$ cat src/rtl/wvs_pkg.sv
`timescale 1ns/1ps
package wvs_pkg;

   typedef enum logic [1:0] {
      RG_TOP  = 2'd0,
      RG_DISP = 2'd1,
      RG_BOT  = 2'd2,
      RG_OUT  = 2'd3
   } wvs_region_e;

   typedef struct packed {
      logic skip;
      logic quad;
      logic hst_en;
      logic frp_tgl;
      logic en_ok;
      logic clr_ok;
      logic sblk;
   } wvs_ctl_t;

   localparam wvs_ctl_t CTL_NORMAL = '{skip: 1'b0, quad: 1'b0, hst_en: 1'b1,
                                       frp_tgl: 1'b1, en_ok: 1'b1, clr_ok: 1'b1,
                                       sblk: 1'b0};

endpackage

$ cat src/rtl/wvs_region_map.sv
`timescale 1ns/1ps
module wvs_region_map
   import wvs_pkg::*;
#(
   parameter int unsigned LINE_W    = 10,
   parameter int unsigned TOP_LINES = 28,
   parameter int unsigned DISP_S    = 163,
   parameter int unsigned DISP_L    = 169,
   parameter int unsigned BOT_S     = 27,
   parameter int unsigned BOT_L     = 28
) (
   input  logic [LINE_W-1:0] line_idx,
   input  logic              panel_sel,
   output wvs_region_e       region,
   output logic              pair_odd
);

   localparam int unsigned DEND_S = TOP_LINES + DISP_S;
   localparam int unsigned DEND_L = TOP_LINES + DISP_L;
   localparam int unsigned BEND_S = DEND_S + BOT_S;
   localparam int unsigned BEND_L = DEND_L + BOT_L;

   if (BEND_L >= (1 << LINE_W) - 1 || BEND_S >= (1 << LINE_W) - 1) begin : g_bad_width
      $error("wvs_region_map: LINE_W too small for the band layout");
   end

   logic [LINE_W-1:0] disp_end;
   logic [LINE_W-1:0] bot_end;
   logic [LINE_W-1:0] bot_off;

   always_comb begin
      disp_end = panel_sel ? LINE_W'(DEND_L) : LINE_W'(DEND_S);
      bot_end  = panel_sel ? LINE_W'(BEND_L) : LINE_W'(BEND_S);
      bot_off  = line_idx - disp_end;
      if (line_idx < LINE_W'(TOP_LINES)) begin
         region   = RG_TOP;
         pair_odd = line_idx[0];
      end else if (line_idx < disp_end) begin
         region   = RG_DISP;
         pair_odd = 1'b0;
      end else if (line_idx < bot_end) begin
         region   = RG_BOT;
         pair_odd = bot_off[0];
      end else begin
         region   = RG_OUT;
         pair_odd = 1'b0;
      end
   end

endmodule

$ cat src/rtl/wvs_skip_seq.sv
`timescale 1ns/1ps
module wvs_skip_seq #(
   parameter int unsigned NTSC_GROUP = 4,
   parameter int unsigned PAL_SHORT  = 2,
   parameter int unsigned PAL_LONG   = 4,
   parameter bit          PAL_MIX    = 1'b1
) (
   input  logic clk,
   input  logic rst_n,
   input  logic evt,
   input  logic restart,
   input  logic disp_next,
   input  logic pal_sel,
   output logic skip_next
);

   localparam int unsigned PAL_PERIOD = PAL_SHORT + PAL_LONG;
   localparam int unsigned MAX_PERIOD = (PAL_PERIOD > NTSC_GROUP) ? PAL_PERIOD : NTSC_GROUP;
   localparam int unsigned SEQ_W      = $clog2(MAX_PERIOD + 1);

   if (NTSC_GROUP < 2 || PAL_SHORT < 2 || PAL_LONG < 2) begin : g_bad_group
      $error("wvs_skip_seq: every drop group needs at least two lines");
   end

   logic [SEQ_W-1:0] pos_q;
   logic [SEQ_W-1:0] pos_next;
   logic [SEQ_W-1:0] last_pos;
   logic             in_disp_q;
   logic             pal_hit;
   logic             ntsc_hit;

   assign last_pos = (pal_sel && PAL_MIX) ? SEQ_W'(PAL_PERIOD - 1) : SEQ_W'(NTSC_GROUP - 1);

   always_comb begin
      if (restart || !in_disp_q || pos_q >= last_pos) pos_next = '0;
      else                                            pos_next = pos_q + 1'b1;
   end

   assign ntsc_hit = (pos_next == SEQ_W'(NTSC_GROUP - 1));

   if (PAL_MIX) begin : g_pal_mix
      assign pal_hit = (pos_next == SEQ_W'(PAL_SHORT - 1)) ||
                       (pos_next == SEQ_W'(PAL_PERIOD - 1));
   end else begin : g_pal_plain
      assign pal_hit = ntsc_hit;
   end

   assign skip_next = disp_next && (pal_sel ? pal_hit : ntsc_hit);

   always_ff @(posedge clk or negedge rst_n) begin
      if (!rst_n) begin
         pos_q     <= '0;
         in_disp_q <= 1'b0;
      end else if (evt) begin
         pos_q     <= disp_next ? pos_next : '0;
         in_disp_q <= disp_next;
      end
   end


   pos_range_chk: assert property (@(posedge clk) disable iff (!rst_n)
      pos_q < SEQ_W'(MAX_PERIOD));


   restart_pos_chk: assert property (@(posedge clk) disable iff (!rst_n)
      $past(evt && restart) |-> pos_q == '0);

endmodule

$ cat src/rtl/wide_vscan_ctl.sv
`timescale 1ns/1ps
module wide_vscan_ctl
   import wvs_pkg::*;
#(
   parameter int unsigned LINE_W     = 10,
   parameter int unsigned TOP_LINES  = 28,
   parameter int unsigned DISP_S     = 163,
   parameter int unsigned DISP_L     = 169,
   parameter int unsigned BOT_S      = 27,
   parameter int unsigned BOT_L      = 28,
   parameter int unsigned NTSC_GROUP = 4,
   parameter int unsigned PAL_SHORT  = 2,
   parameter int unsigned PAL_LONG   = 4,
   parameter bit          PAL_MIX    = 1'b1
) (
   input  logic clk,
   input  logic rst_n,
   input  logic line_stb,
   input  logic field_stb,
   input  logic pal_sel,
   input  logic panel_sel,
   input  logic wide_en,
   output logic vck_skip,
   output logic vck_quad,
   output logic hst_en,
   output logic frp_toggle,
   output logic en_ok,
   output logic clr_ok,
   output logic sblk
);

   localparam logic [LINE_W-1:0] IDX_IDLE = '1;

   if (TOP_LINES < 2) begin : g_bad_top
      $error("wide_vscan_ctl: top band must hold at least one line pair");
   end

   logic [LINE_W-1:0] idx_q;
   logic [LINE_W-1:0] idx_next;
   logic              evt;
   wvs_region_e       reg_next;
   logic              odd_next;
   logic              skip_next;
   wvs_ctl_t          ctl_next;
   wvs_ctl_t          ctl_q;

   assign evt = field_stb | line_stb;

   always_comb begin
      if (field_stb)              idx_next = '0;
      else if (idx_q == IDX_IDLE) idx_next = idx_q;
      else                        idx_next = idx_q + 1'b1;
   end

   wvs_region_map #(
      .LINE_W   (LINE_W),
      .TOP_LINES(TOP_LINES),
      .DISP_S   (DISP_S),
      .DISP_L   (DISP_L),
      .BOT_S    (BOT_S),
      .BOT_L    (BOT_L)
   ) u_map (
      .line_idx (idx_next),
      .panel_sel(panel_sel),
      .region   (reg_next),
      .pair_odd (odd_next)
   );

   wvs_skip_seq #(
      .NTSC_GROUP(NTSC_GROUP),
      .PAL_SHORT (PAL_SHORT),
      .PAL_LONG  (PAL_LONG),
      .PAL_MIX   (PAL_MIX)
   ) u_seq (
      .clk      (clk),
      .rst_n    (rst_n),
      .evt      (evt),
      .restart  (field_stb),
      .disp_next(wide_en && reg_next == RG_DISP),
      .pal_sel  (pal_sel),
      .skip_next(skip_next)
   );

   always_comb begin
      ctl_next = CTL_NORMAL;
      if (wide_en) begin
         unique case (reg_next)
            RG_TOP, RG_BOT: begin
               ctl_next.sblk    = 1'b1;
               ctl_next.en_ok   = 1'b0;
               ctl_next.clr_ok  = 1'b0;
               ctl_next.quad    = odd_next;
               ctl_next.hst_en  = !odd_next;
               ctl_next.frp_tgl = !odd_next;
            end
            RG_DISP: ctl_next.skip = skip_next;
            default: ctl_next = CTL_NORMAL;
         endcase
      end
   end

   always_ff @(posedge clk or negedge rst_n) begin
      if (!rst_n) begin
         idx_q <= IDX_IDLE;
         ctl_q <= CTL_NORMAL;
      end else if (evt) begin
         idx_q <= idx_next;
         ctl_q <= ctl_next;
      end
   end

   assign vck_skip   = ctl_q.skip;
   assign vck_quad   = ctl_q.quad;
   assign hst_en     = ctl_q.hst_en;
   assign frp_toggle = ctl_q.frp_tgl;
   assign en_ok      = ctl_q.en_ok;
   assign clr_ok     = ctl_q.clr_ok;
   assign sblk       = ctl_q.sblk;


   black_gate_chk: assert property (@(posedge clk) disable iff (!rst_n)
      sblk |-> (!en_ok && !clr_ok && !vck_skip));


   quad_in_black_chk: assert property (@(posedge clk) disable iff (!rst_n)
      vck_quad |-> (sblk && !hst_en && !frp_toggle));


   pair_alt_chk: assert property (@(posedge clk) disable iff (!rst_n)
      ($past(evt) && $past(vck_quad) && sblk) |-> !vck_quad);


   hold_chk: assert property (@(posedge clk) disable iff (!rst_n)
      !$past(evt) |-> $stable(ctl_q));


   narrow_chk: assert property (@(posedge clk) disable iff (!rst_n)
      ($past(evt) && !$past(wide_en)) |-> (ctl_q == CTL_NORMAL));

endmodule

$ cat config.mk
export PLATFORM = sky130hd
export DESIGN_NAME = wide_vscan_ctl
export DESIGN_NICKNAME = d
export VERILOG_FILES = /design/src/rtl/wvs_pkg.sv /design/src/rtl/wvs_region_map.sv /design/src/rtl/wvs_skip_seq.sv /design/src/rtl/wide_vscan_ctl.sv
export SDC_FILE = /design/constraint.sdc
export NUM_CORES = 1
export LEC_CHECK = 0
export CORE_MARGIN = 2
export CORE_UTILIZATION = 55
export DETAILED_ROUTE_END_ITERATION = 12
export DONT_BUFFER_PORTS = 1
export PLACE_DENSITY = 0.7
export SLEW_MARGIN = 0
export SYNTH_ARGS = -nofsm -noshare
export SYNTH_HDL_FRONTEND = slang
export SYNTH_SLANG_ARGS = --single-unit
export TNS_END_PERCENT = 10
$ cat constraint.sdc
create_clock -name clk -period 4.34 [get_ports clk]
set_input_delay 0 -clock clk [delete_from_list [all_inputs] [get_ports clk]]
set_output_delay 0 -clock clk [all_outputs]
set_load 0.03 [all_outputs]
==> flow_summary.ini <==
[critical_path]
crit_fanout = 7
reg2reg_from = idx_q[0]
endpoint_kind = flip-flop
start_kind = flip-flop
startpoint = idx_q[0]
path_class = flip-flop to flip-flop
cp.required_ns = 4.60
arrival_ns = 3.99

[pwr]
p_int_uw = 241
switchingPower_uw = 102
ir_worst_vdd_uv = 225
p_clk_share_pct = 27.7
pwr_density_cell_mw_per_mm2 = 226
swShare_pct = 29.8
comb_power_share_pct = 12.8
share_seq_of_total_power_pct = 59.4
p_leak_uw = 0.000627

[floorplanning]
fp-row-count = 18
fp.dieArea_mm2 = 0.00305
initial_utilization_pct = 58.2
io-pin-count = 14
die_h_um = 55.2
fp.coreArea_mm2 = 0.00248
die_w_um = 55.2

[sta]
worst_slew_pin_slew_ns = 0.894
hold_violations = 0
fin_skew_ns = 0.00757
drv_slew = 0
fin_hold_ws_ns = 0.0117
fmax_ghz = 0.268
worst_slew_margin_rel_pct = 40.2
timing.final.crit_period_ns = 3.73
setup_viol = 0
rsz0062_at_grt = no
fin_setup_tns_ns = 0
fin_crit_sh_pct = 85.9

[cts]
cts.path.max_buffers = 2
root_buffer = clkbuf_4
cts_buffers = 3
htree_levels = 1
clkSinkCount = 19
clock_latency_ns = 0.31
cts_tree = built
post_cts_buffers = 0
path_clk_slew_ns = 0.12
cts_resized = 0
postCtsHoldBufs = 5

[routing]
vias_per_cell = 6.68
routedLengthMet1_um = 1480
ant_nets = 0
routed_wirelength_um = 3390
drc = 0
wl_per_cell_um = 18.4
drt_iter0_drc = 82
dr_wl_met3_um = 249
first_pass_iters = 4
routed.top_layer = met4
wl_met2_um = 1530
vias = 1230

[hold_path]
hold_start = field_stb
hold_path.class = input pin to flip-flop

[finish]
diodes = 0
layout_common_cells = 15 x nand2_1, 14 x nor2_1, 12 x dfstp_2, 10 x ha_1, 8 x inv_1
final_common_cell = nand2_1
layout-drive-gt1-share_pct = 17.5
area_delta_synth_final_pct = 5.20
fill_cells = 216
layout.nets = 172

[synth]
synthFlopType = dfstp_2
synth_seq_area_share_pct = 34.0
syn_nets = 169
synth_edf_count = 0
synthArstFlopShare_pct = 100
synth_area_mm2 = 0.00144
syn_avg_cell_area_um2 = 9.49
ys_seq_elements = 19
ys_warn_count = 0
yosysUniqueCellTypes = 54
syn_inst = 152

[run]
cap_violations = 0

[global_routing]
grt_max_degree = 20
antenna_found_initial = 0
gr-total-overflow = 0
grt.total_usage_pct = 23.8
first_global_vias = 1200
grt_pass1_wl_um = 5740

[placement]
dp_hpwl_um = 2380
gp_routability_congestion = 0.838
io_buffer_count = 0

[outcome]
outcome = finished, final reports clean
## per-layer routing
| metal | track usage [%] | vias up |
|---|---|---|
| met5 | 0 | - |
| met1 | 31.0 | 579 |
| met2 | 35.7 | 54 |
| li1 | - | 584 |
| met3 | 4.92 | 13 |
| met4 | 15.0 | 0 |
## through the flow
step | std cells | util, % | area, um2 | power [uW] | worst slack (ns)
finish | 184 | 61.3 | 1520 | 343 | 0.611
global route | 184 | 61.3 | 1520 | 355 | 0.419
global placement | 175 | 58.2 | 1440 | 238 | 0.876
floorplan | 152 | - | 1440 | 238 | 1.08
detailed placement | 175 | 58.2 | 1440 | 239 | 0.739
CTS | 184 | 61.3 | 1520 | 344 | 0.687
## cell families after synthesis
logic type | count (synthesis) | synth area share, %
DFF | 19 | 34.0
muxes | 4 | 3.30
xor gates and xnor gates | 4 | 2.43
and+or+nand+nor | 55 | 21.1
adders and majority gates | 10 | 8.67
buffers and inverters | 15 | 4.77
AOI/OAI and AO/OA | 45 | 25.8
## sequential cells by signal, summed over array words and instances (netlist names)
signal and flops:
idx_q 10, u_seq.pos_q 3, u_seq.in_disp_q 1, hst_en 1, vck_quad 1, vck_skip 1
en_ok 1, sblk 1
## synth_stat cells, types with 2 or more instances
library cell  count  area, um2
nand2_1          15       56.3
nor2_1           14       52.6
dfstp_2          12        315
ha_1             10        125
inv_1             8       30.0
a21oi_1           7       35.0
dfrtp_1           7        175
a22o_1            4       35.0
nor3_1            4       20.0
a211oi_1          3       22.5
a21o_1            3       22.5
a31oi_1           3       18.8
and2_1            3       18.8
buf_4             3       22.5
nand3_1           3       15.0
nand4_1           3       18.8
o31ai_1           3       22.5
xor2_1            3       26.3
clkbuf_1          2       7.51
mux2_2            2       22.5
nor2b_1           2       12.5
nor4_1            2       12.5
o21ai_0           2       10.0
o21ai_1           2       10.0
o31a_1            2       17.5
o41ai_1           2       17.5
## power groups by stage
stage               Sequential, uW  Combinational (uW)  Clock (uW)
finish                         204                44.1        95.1
global route                   206                48.2         102
CTS                            204                43.7        96.6
detailed placement             207                32.1           0
global placement               207                31.4           0
floorplan                      202                36.3           0
## final timing paths
check                                  end  cells after the start  slack [ns]
max                                  en_ok                     12        0.61
max in group asynchronous   u_seq.pos_q[0]                      1        3.58
min in group asynchronous  u_seq.in_disp_q                      1        0.23
min reg2reg                u_seq.in_disp_q                      2        0.50
max reg2reg                          en_ok                     12        0.61
min                               idx_q[4]                      2        0.01
## cell type report
class,count,area [um2],share of cell area [%]
inverters,8,30.0,1.98
clock buffers,4,26.3,1.73
well taps,30,37.5,2.47
flip-flops and latches,19,490,32.3
multi-input cells,118,883,58.2
repair buffers,5,50.0,3.30
## worst max-delay path, stage by stage, from the launching register on
cell	delay [ns]
dfstp_2	0.63
ha_1	0.28
nand4_2	0.21
a211oi_1	0.32
xnor2_1	0.22
nor2_1	0.11
ha_1	0.32
nor2b_1	0.14
a221o_1	0.36
o311ai_2	0.37
a211oi_1	0.13
a31oi_1	0.37
o31a_1	0.21
Note: power is estimated with default switching activity, not from simulation.
